[config.mk]
export PLATFORM = sky130hd
export DESIGN_NAME = funnel_shift32
export DESIGN_NICKNAME = d
export VERILOG_FILES = /design/src/rtl/funnel_shift32.sv
export SDC_FILE = /design/constraint.sdc
export NUM_CORES = 1
export LEC_CHECK = 0
export BUFFER_PORTS_ARGS = -buffer_cell sky130_fd_sc_hd__buf_2
export CORE_ASPECT_RATIO = 0.7
export CORE_MARGIN = 5
export CORE_UTILIZATION = 31
export CTS_BUF_LIST = sky130_fd_sc_hd__clkbuf_4 sky130_fd_sc_hd__clkbuf_8
export DETAILED_ROUTE_END_ITERATION = 8
export PLACE_DENSITY = 0.59
export SETUP_SLACK_MARGIN = 0.1
export SKIP_LAST_GASP = 1
export SLEW_MARGIN = 20
export SYNTH_ARGS = -nofsm -noshare
export SYNTH_HDL_FRONTEND = slang
export SYNTH_SLANG_ARGS = --single-unit
[constraint.sdc]
create_clock -name clk -period 3.66 [get_ports clk]
set_input_delay 0 -clock clk [delete_from_list [all_inputs] [get_ports clk]]
set_output_delay 0 -clock clk [all_outputs]
set_load 0.01 [all_outputs]
[src/rtl/funnel_shift32.sv]
module funnel_shift32 #(
  parameter int WIDTH = 32,
  parameter int CNT_W = 8
) (
  input  logic             clk,
  input  logic             rst_n,
  input  logic             in_valid,
  input  logic [WIDTH-1:0] dst_word,
  input  logic [WIDTH-1:0] src_word,
  input  logic             dir_right,
  input  logic             use_imm,
  input  logic [CNT_W-1:0] imm_cnt,
  input  logic [CNT_W-1:0] reg_cnt,
  output logic             out_valid,
  output logic [WIDTH-1:0] result,
  output logic             flag_we,
  output logic             f_cf,
  output logic             f_pf,
  output logic             f_af,
  output logic             f_zf,
  output logic             f_sf,
  output logic             f_of
);
  localparam int CW = $clog2(WIDTH);

  logic [CW-1:0]        n, nm1;
  logic [2*WIDTH-1:0]   lcat, rcat;
  logic [WIDTH-1:0]     shifted, dl, dr;
  logic                 carry, nz;

  assign n       = use_imm ? imm_cnt[CW-1:0] : reg_cnt[CW-1:0];
  assign nz      = |n;
  assign nm1     = n - 1'b1;
  assign lcat    = {dst_word, src_word} << n;
  assign rcat    = {src_word, dst_word} >> n;
  assign shifted = dir_right ? rcat[WIDTH-1:0] : lcat[2*WIDTH-1:WIDTH];
  assign dl      = dst_word << nm1;
  assign dr      = dst_word >> nm1;
  assign carry   = dir_right ? dr[0] : dl[WIDTH-1];

  always_ff @(posedge clk) begin
    if (!rst_n) begin
      out_valid <= 1'b0;
      flag_we   <= 1'b0;
      result    <= '0;
      f_cf      <= 1'b0;
      f_pf      <= 1'b0;
      f_af      <= 1'b0;
      f_zf      <= 1'b0;
      f_sf      <= 1'b0;
      f_of      <= 1'b0;
    end else begin
      out_valid <= in_valid;
      flag_we   <= in_valid && nz;
      if (in_valid) result <= shifted;
      if (in_valid && nz) begin
        f_cf <= carry;
        f_pf <= ~^shifted[7:0];
        f_af <= 1'b0;
        f_zf <= ~|shifted;
        f_sf <= shifted[WIDTH-1];
        f_of <= shifted[WIDTH-1] ^ dst_word[WIDTH-1];
      end
    end
  end

  assert_valid_latency_R9: assert property (@(posedge clk) disable iff (!rst_n)
    in_valid |=> out_valid);
  assert_we_needs_valid_R9: assert property (@(posedge clk) disable iff (!rst_n)
    flag_we |-> out_valid);
  assert_zero_count_pass_R2: assert property (@(posedge clk) disable iff (!rst_n)
    (in_valid && !nz) |=> (result == $past(dst_word)) && !flag_we);
  assert_flags_hold_R2: assert property (@(posedge clk) disable iff (!rst_n)
    !flag_we |-> $stable({f_cf, f_pf, f_af, f_zf, f_sf, f_of}));
  assert_overflow_rule_R6: assert property (@(posedge clk) disable iff (!rst_n)
    flag_we |-> f_of == (result[WIDTH-1] ^ $past(dst_word[WIDTH-1])));
  assert_sign_zero_R7: assert property (@(posedge clk) disable iff (!rst_n)
    flag_we |-> (f_sf == result[WIDTH-1]) && (f_zf == (result == '0)));
  assert_parity_R8: assert property (@(posedge clk) disable iff (!rst_n)
    flag_we |-> f_pf == ~^result[7:0]);
  assert_aux_clear_R8: assert property (@(posedge clk) disable iff (!rst_n)
    !f_af);
endmodule

=== Word-level counts from Yosys, hierarchy flattened ===
Cells that the tools add are included.

* Flip-flop bits (word level): 39
* Word-level logic and storage cells: 22

* Add/subtract/negate cells: 1
* Shift operators: 4
* Multiplexer cells: 3
* Bitwise gates (word level): 1
* Reduce and logical (&&, ||, !) cells: 5

{| class="wikitable"
|+ Operator list
! kind !! count
|-
| $shl 64x5->64 || 1
|-
| $shr 64x5->32 || 1
|-
| $mux 32 || 1
|-
| $reduce_or 32->1 || 1
|-
| $shl 32x5->32 || 1
|-
| $shr 32x5->1 || 1
|-
| $reduce_xnor 8->1 || 1
|-
| $mux 5 || 1
|-
| $reduce_or 5->1 || 1
|-
| $sub 5x1->5 const B || 1
|-
| $logic_and 1x1->1 || 1
|-
| $logic_not 1->1 || 1
|-
| $mux 1 || 1
|-
| $xor 1x1->1 || 1
|}

=== Longest topological paths before layout ===
Gate-level depths: netlist of run 1.

* Word-level depth: 5
* Gate-level depth with buffers: 21
* Gate-level depth less buffers: 16

=== Worst setup path after synthesis of run 1 ===
Ideal clock, no wire load.

* Kind: in2reg
* Start point: input port use_imm
* End point: register f_cf
* Library setup time: 0.114 ns
* Data arrival time: 3.514 ns
* Data required time: 3.546 ns
* Setup slack: 0.033 ns
* Stages: 18
* Buffers on the path: 7
* Path through: buf_6 > mux2_4 > inv_1 > buf_2 > buf_2 > buf_2 > buf_4 > buf_2 > ha_1 > buf_1 > inv_1 > mux4_2 > nor2b_1 > a311oi_1 > a21oi_1 > mux4_2 > nor2_1 > nor2_1

* Longest elaborated chain between the ends: 4
* Elaborated cells on any way between the ends: 7
* Those cells by class: add/sub: 1; shift: 2; mux: 2; reduce/logical: 2

{| class="wikitable"
|+ RTL lines
! item !! RTL line !! RTL
|-
| from (decl) || 11 || <nowiki>input logic use_imm,</nowiki>
|-
| $mux 5 (*) || 31 || <nowiki>assign n = use_imm ? imm_cnt[CW-1:0] : reg_cnt[CW-1:0];</nowiki>
|-
| $sub 5x1->5 || 33 || <nowiki>assign nm1 = n - 1'b1;</nowiki>
|-
| $shl 32x5->32 / $shr 32x5->1 (equally long branches) || 37, 38 ||
|-
| $mux 1 || 39 || <nowiki>assign carry = dir_right ? dr[0] : dl[WIDTH-1];</nowiki>
|-
| to (signal assigned) || 57 || <nowiki>f_cf <= carry;</nowiki>
|-
| to (decl) || 17 || <nowiki>output logic f_cf,</nowiki>
|}

Mark *: on every way between the ends. The rest lies on a longest branch, timed or not.
A chain may end at the register's enable or synchronous reset.

=== Worst setup path after layout of run 1 ===
* Start point: input port use_imm
* End point: register f_zf

* Longest elaborated chain between the ends: 5
* Elaborated cells on any way between the ends: 8
* Those cells by class: shift: 2; mux: 2; reduce/logical: 4

{| class="wikitable"
|+ RTL lines
! item !! RTL line !! RTL
|-
| $mux 5 (*) || 31 ||
|-
| $shl 64x5->64 / $shr 64x5->32 (equally long branches) || 34, 35 ||
|-
| $mux 32 || 36 || <nowiki>assign shifted = dir_right ? rcat[WIDTH-1:0] : lcat[2*WIDTH-1:WIDTH];</nowiki>
|-
| $reduce_or 32->1 || 60 || <nowiki>f_zf <= ~|shifted;</nowiki>
|-
| $logic_not 1->1 || 60 ||
|-
| to (signal assigned) || 60 ||
|-
| to (decl) || 20 || <nowiki>output logic f_zf,</nowiki>
|}

Marked as above.

==> results of run 1 <==
-- worst max-delay path, delay by kind of cell --
family          cells  cell delay [ns]
compound gates      4             1.05
simple gates        7             1.05
mux                 2             0.71
buf+inv             3             0.53
fa+ha+maj           1             0.16
-- cells in the final DEF, fill, tap and decap left out, types with 12 or more instances in the layout --
cell	Yosys	routed
mux4_2	72	72
mux2i_1	197	194
a221oi_1	12	12
a22oi_1	23	23
nor3_1	23	23
a21oi_1	49	49
nor2_1	113	113
buf_12	1	14
a211oi_1	22	22
o22ai_1	13	13
buf_2	45	117
a32oi_1	14	14
nand2_1	226	226
nand3_1	62	62
o21ai_0	29	29
buf_4	11	124
dfxtp_1	39	39
and3_1	12	12
-- flip-flops by register name, summed over array words and instances, names as in the netlist --
| register | flops |
|---|---|
| f_zf | 1 |
| out_valid | 1 |
| flag_we | 1 |
| result | 32 |
| f_cf | 1 |
| f_sf | 1 |
| f_of | 1 |
| f_pf | 1 |
-- report_power, final --
part	total, mW	internal (mW)	switching (mW)	leakage, nW
sequential	0.499	0.475	0.0246	0.323
clock	0.435	0.272	0.163	0.0644
combinational	2.37	0.973	1.40	4.42
-- routing by layer --
| metal | part of all wire [%] | GRT usage, % | up-vias |
|---|---|---|---|
| met1 | 44 | 39.7 | 5104 |
| met3 | 12 | 6.11 | 67 |
| met4 | 1.9 | 4.09 | 2 |
| met5 | 0.029 | 0 | - |
| li1 | - | - | 4674 |
| met2 | 42 | 38.0 | 723 |
-- how the worst max path moves through the flow --
stage	slack, ns	to	depth (start not counted)
floorplan	0.15	f_cf	18
global placement	0.14	f_zf	16
detailed placement	0.11	f_zf	16
CTS	0.40	f_zf	16
global route	0.18	f_zf	17
finish	0.35	f_zf	17
-- through the flow --
step | hold slack, ns | worst slack (ns)
2_1_floorplan | 0.122 | 0.147
3_3_place_gp | 0.321 | 0.144
3_5_place_dp | 0.324 | 0.107
4_1_cts | 0.0101 | 0.401
5_1_grt | 0.0323 | 0.184
6_report | 0.0307 | 0.346
-- kinds of logic (layout without fill, tap and decap cells) --
family / Yosys count / count (layout)
multiplexers: 284 / 284
adder cells (fa/ha/maj): 5 / 5
buffers and inverters: 127 / 272
AND/OR/NAND/NOR: 466 / 466
AO/OA/AOI/OAI: 232 / 232
XOR/XNOR: 7 / 7
other: 1 / 1
flip-flops: 39 / 39
-- area by class of cell --
type	count	area (µm²)	area share, %
flip-flops and latches	39	781	7.22
repair buffers	255	1800	16.6
clock inverters	3	67.6	0.624
well taps	378	473	4.37
clock buffers	5	68.8	0.636
multi-input cells	995	7600	70.2
inverters	9	36.3	0.335
==> impl_metrics.py, run 1 <==
metrics = {
    "min_path": {
        "hp-class": "input port to flop",
        "hold_depth": 2,
        "min_from": "rst_n",
        "worstHoldEndpoint": "result[3]",
    },
    "power": {
        "irDropWorstVdd_mv": 0.220,
        "p_total_mw": 3.31,
        "leakage_nw": 4.80,
        "power_density_nw_per_um2": 306,
    },
    "grt": {
        "grt_pass1_vias": 9931,
        "grt_pass1_wl_mm": 66.0,
        "grt_max_degree": 57,
        "grt-ovfl-total": 0,
        "grt_antenna_before_repair": 1,
        "grtUsageTotal_pct": 26.1,
    },
    "place": {
        "io_buffers": 117,
        "place_inst": 1676,
        "dpl_cell_area_um2": 10700,
        "place_congestion": 1.09,
        "hpwlAfterDp_mm": 35.2,
    },
    "logic_synthesis": {
        "ys.flop_type": "dfxtp_1",
        "syn_nets": 1251,
        "synth_commonest_cells": "nand2_1, mux2i_1, nor2_1, mux4_2, nand3_1",
        "synth-simple-area-share_pct": 22.0,
        "synth-async-reset-ratio_pct": 0,
        "yosysSeqAreaShare_pct": 8.72,
        "netlist.area_leader.share_pct": 22.0,
        "synth_top_family_by_area": "multiplexers",
        "syn_area_um2": 8960,
        "synth_fa_ha_area_share_pct": 0.698,
        "synthMuxAreaShare_pct": 42.9,
        "synth_compound_area_share_pct": 17.9,
        "synth.distinct_cells": 68,
        "synthTopCellsByArea": "mux2i_1, mux4_2, nand2_1, dfxtp_1, nor2_1",
        "synthCells": 1161,
        "yosys.area_share.xor_xnor_pct": 0.684,
        "yosysTopAreaCell": "mux2i_1",
        "ys_seq_elements": 39,
        "yosysMostFrequentCell": "nand2_1",
        "yosysWarnings": 0,
        "syn_avg_cell_area_um2": 7.72,
        "synth_edf_count": 0,
    },
    "cells_and_area": {
        "final_util_pct": 37.7,
        "fin_area_um2": 10800,
        "n_fill_cell": 3035,
        "drive_gt1_share_pct": 27.3,
        "fin_nets": 1395,
        "final_cells": 1684,
        "areaGrowthSynthToFinish_pct": 20.8,
        "antenna_cells": 0,
    },
    "timing": {
        "final.min_clock_period_ns": 3.31,
        "slew_violations": 0,
        "finalHoldViolCount": 0,
        "min_period_over_period_pct": 90.5,
        "rsz0062_at_grt": "no",
        "tightest_slew_ns": 0.915,
        "skew_ns": 0,
        "timing.fmax_mhz": 302,
        "finalSetupViolations": 0,
        "slew_headroom_pct": 38.8,
        "tns_ns": 0,
    },
    "setup_path": {
        "rr_endpoint": "result[3]",
        "worstPathRequired_ns": 3.90,
        "slowest_delay_ns": 0.46,
        "regToRegStartpoint": "result[3]",
        "cp_max_fo": 55,
        "crit_type": "input port to flop",
        "critPathLaunchType": "input port",
        "worstPathArrival_ns": 3.55,
        "crit_slowest_cell": "a21boi_0",
        "worstPathCellList": "buf_2 -> mux2_4 -> buf_12 -> nand2_1 -> a21boi_0 -> buf_4 -> nand2_1 -> a21oi_1 -> nor2_1 -> o21ai_0 -> mux4_2 -> ha_1 -> nand4_1 -> or4_1 -> nor3_1 -> nand4_1 -> o21ai_1",
        "reg2reg_slack_ns": 2.92,
        "critPathLaunch": "use_imm",
        "reg2regPathDepth": 3,
        "end_kind": "flop",
    },
    "floorplanning": {
        "row_count": 52,
        "initial_utilization_pct": 31.2,
        "die_x_um": 213,
        "ios": 125,
        "die_area_um2": 32400,
        "core_area_um2": 28700,
        "die_h_um": 152,
    },
    "clock_tree": {
        "root_buffer": "clkbuf_8",
        "cts.sinks": 39,
        "cts_made_buffers": 5,
        "insertion_delay_ns": 0.29,
        "ctsResizeCount": 0,
        "clockBufferDepth": 2,
        "htreeDepth": 2,
        "cts_tree": "built",
        "postCtsSetupBuffers": 0,
        "cts.reportedPaths.clkPinSlew_ns": 0.08,
        "cts_hold_buffers": 0,
    },
    "detailed_routing": {
        "post-route-drc-count": 0,
        "drt_iter0_markers": 1771,
        "viasPerCell": 6.28,
        "drt-total-wl_mm": 44.2,
        "route.detailed.wl_per_inst_um": 26.2,
        "ant_nets": 0,
        "first_pass_iters": 5,
        "vias": 10600,
    },
    "flow_run": {
        "drv_cap": 0,
    },
    "run_status": {
        "status": "complete, no violations",
    },
}
Power figures use the tool's default switching activity.
==> run 2, diff against run 1 <==
Settings changed: CORE_MARGIN 5 to 10, CORE_UTILIZATION 31 to 40, PLACE_DENSITY 0.59 to 0.7.
==> run 2 against run 1 <==
  * Critical path depth decreased by 3
  * Combinational power about the same
  * Final area shrank 1.4%
  * Flip-flop and latch count stayed put
  * Routed wire length decreased by 1.7%
  * Critical path type unchanged
  * Maximum frequency is 0.96% lower
  * Core utilization is 11 points higher
==> impl_metrics.py, run 2 (synthesized netlist as in run 1, its figures left out) <==
metrics = {
    "cells_and_area": {
        "drive_gt1_share_pct": 27.0,
        "antenna_cells": 0,
        "areaGrowthSynthToFinish_pct": 19.1,
        "final_cell_mix": "nand2_1, mux2i_1, buf_2, buf_4, nor2_1",
        "final_cells": 1584,
        "top_register": "result",
        "fin_nets": 1391,
        "n_fill_cell": 2213,
        "fin_area_um2": 10700,
        "largest_reg_flops": 32,
        "layout_commonest_cell": "nand2_1",
    },
    "power": {
        "leakage_nw": 4.78,
        "power_frac_comb_pct": 74.1,
        "p_sw_share_pct": 49.5,
        "sequentialPowerShare_pct": 15.7,
        "p_clk_share_pct": 10.2,
        "p_total_mw": 3.18,
        "internal_power_mw": 1.60,
        "power_density_nw_per_um2": 298,
        "irDropWorstVdd_mv": 0.173,
        "netSwitchingPower_mw": 1.57,
    },
    "timing": {
        "skew_ns": 0,
        "slew_violations": 0,
        "rsz0062_at_grt": "no",
        "setup_ws_ns": 0.314,
        "final.min_clock_period_ns": 3.35,
        "finalSetupViolations": 0,
        "min_period_over_period_pct": 91.4,
        "slew_headroom_pct": 41.7,
        "timing.fmax_mhz": 299,
        "tightest_slew_ns": 0.869,
        "tns_ns": 0,
        "finalHoldViolCount": 0,
    },
    "clock_tree": {
        "insertion_delay_ns": 0.30,
        "cts_tree": "built",
        "cts.reportedPaths.clkPinSlew_ns": 0.07,
        "root_buffer": "clkbuf_8",
        "clockBufferDepth": 2,
        "cts_made_buffers": 5,
        "postCtsSetupBuffers": 0,
        "cts.sinks": 39,
        "htreeDepth": 2,
    },
    "place": {
        "dp_worst_setup_slack_ns": 0.129,
        "place_inst": 1575,
        "io_buffers": 117,
        "dpl_cell_area_um2": 10600,
        "place_congestion": 1.10,
        "hpwlAfterDp_mm": 34.7,
    },
    "detailed_routing": {
        "post-route-drc-count": 0,
        "first_pass_iters": 6,
        "ant_nets": 0,
        "viasPerCell": 6.77,
        "vias": 10700,
        "drt_iter0_markers": 1756,
        "drt-total-wl_mm": 43.5,
        "route.detailed.wl_per_inst_um": 27.4,
    },
    "grt": {
        "grtUsageTotal_pct": 29.1,
        "grt-ovfl-total": 0,
        "grt_pass1_vias": 10000,
        "grt_pass1_wl_mm": 65.5,
        "grt_max_degree": 45,
        "grt_antenna_before_repair": 1,
    },
    "setup_path": {
        "worstPathCellList": "buf_2 -> mux2i_4 -> buf_4 -> mux2_2 -> a221oi_1 -> nor2_1 -> nor2_1 -> mux4_2 -> ha_1 -> nand4_1 -> or4_1 -> nor3_1 -> nand4_1 -> o21ai_1",
        "cp_num_buf_inv": 2,
        "crit_slowest_cell": "mux2i_4",
        "worstPathArrival_ns": 3.58,
        "slowest_delay_ns": 0.63,
        "worstPathRequired_ns": 3.89,
        "cp_max_fo": 10,
        "crit_type": "input port to flop",
        "critPathLaunchType": "input port",
        "end_kind": "flop",
        "critical-path-top-delay-family": "multiplexers",
    },
    "flow_run": {
        "drv_cap": 0,
    },
    "min_path": {
        "hp-class": "input port to flop",
    },
    "floorplanning": {
        "ios": 125,
        "initial_utilization_pct": 41.0,
        "row_count": 45,
        "die_x_um": 199,
        "core_area_um2": 21800,
        "die_area_um2": 28900,
        "die_h_um": 145,
    },
    "run_status": {
        "status": "complete, no violations",
    },
}
==> run 2: changes by cell type in the layout (fill, tap and decap cells not counted), sizes merged <==
| cell | before | now |
|---|---|---|
| buf | 255 | 250 |
| bufinv | 2 | 0 |
| clkbuf | 5 | 7 |
| dlygate4sd3 | 0 | 1 |
==> run 2: worst paths after layout <==
check	from	slack (ns)	depth (start not counted)	to
worst min-delay path	dst_word[31]	0.30	5	f_of
worst max register to register	result[31]	2.91	2	result[31]
worst min register to register	result[14]	0.47	2	result[14]
worst max-delay path	use_imm	0.31	14	f_zf
==> run 2: routing by layer <==
metal | GRT usage [%] | wire (µm)
met5 | 0 | 13
met1 | 42.0 | 18400
met3 | 9.57 | 6250
met4 | 6.81 | 1210
met2 | 40.4 | 17600
==> run 2: final cells by class <==
type / instances / area (µm²) / area share [%]
Clock buffer: 7 / 96.3 / 0.903
Clock inverter: 1 / 7.51 / 0.0704
Inverter: 9 / 36.3 / 0.340
Multi-Input combinational cell: 995 / 7600 / 71.2
Sequential cell: 39 / 781 / 7.32
Tap cell: 282 / 353 / 3.31
Timing Repair Buffer: 251 / 1790 / 16.8
==> run 2: what timing repair did <==
item | in CTS | in global routing
resized for setup | 0 | 0
endpoints found under the hold margin | 2 | 0
hold buffers | 1 | 0
==> run 2: per-stage QoR <==
stage | hold slack, ns | util [%]
after floorplan | 0.122 | -
after global placement | 0.309 | 48.3
after detailed placement | 0.308 | 48.3
after CTS | 0.276 | 48.8
after global routing | 0.334 | 48.8
final | 0.304 | 48.8
==> run 2: worst reg2reg max path, cell delays in order, from the launching register on <==
cell and delay, ns:
dfxtp_1 0.35, nor2_1 0.05, a211oi_1 0.26
==> run 2: power groups by stage <==
stage	clock network, mW	logic [mW]	registers [mW]
6_report	0.323	2.35	0.500
5_1_grt	0.347	2.48	0.508
3_5_place_dp	0	2.26	0.509
4_1_cts	0.328	2.27	0.500
3_3_place_gp	0	2.26	0.508
2_1_floorplan	0	1.35	0.531
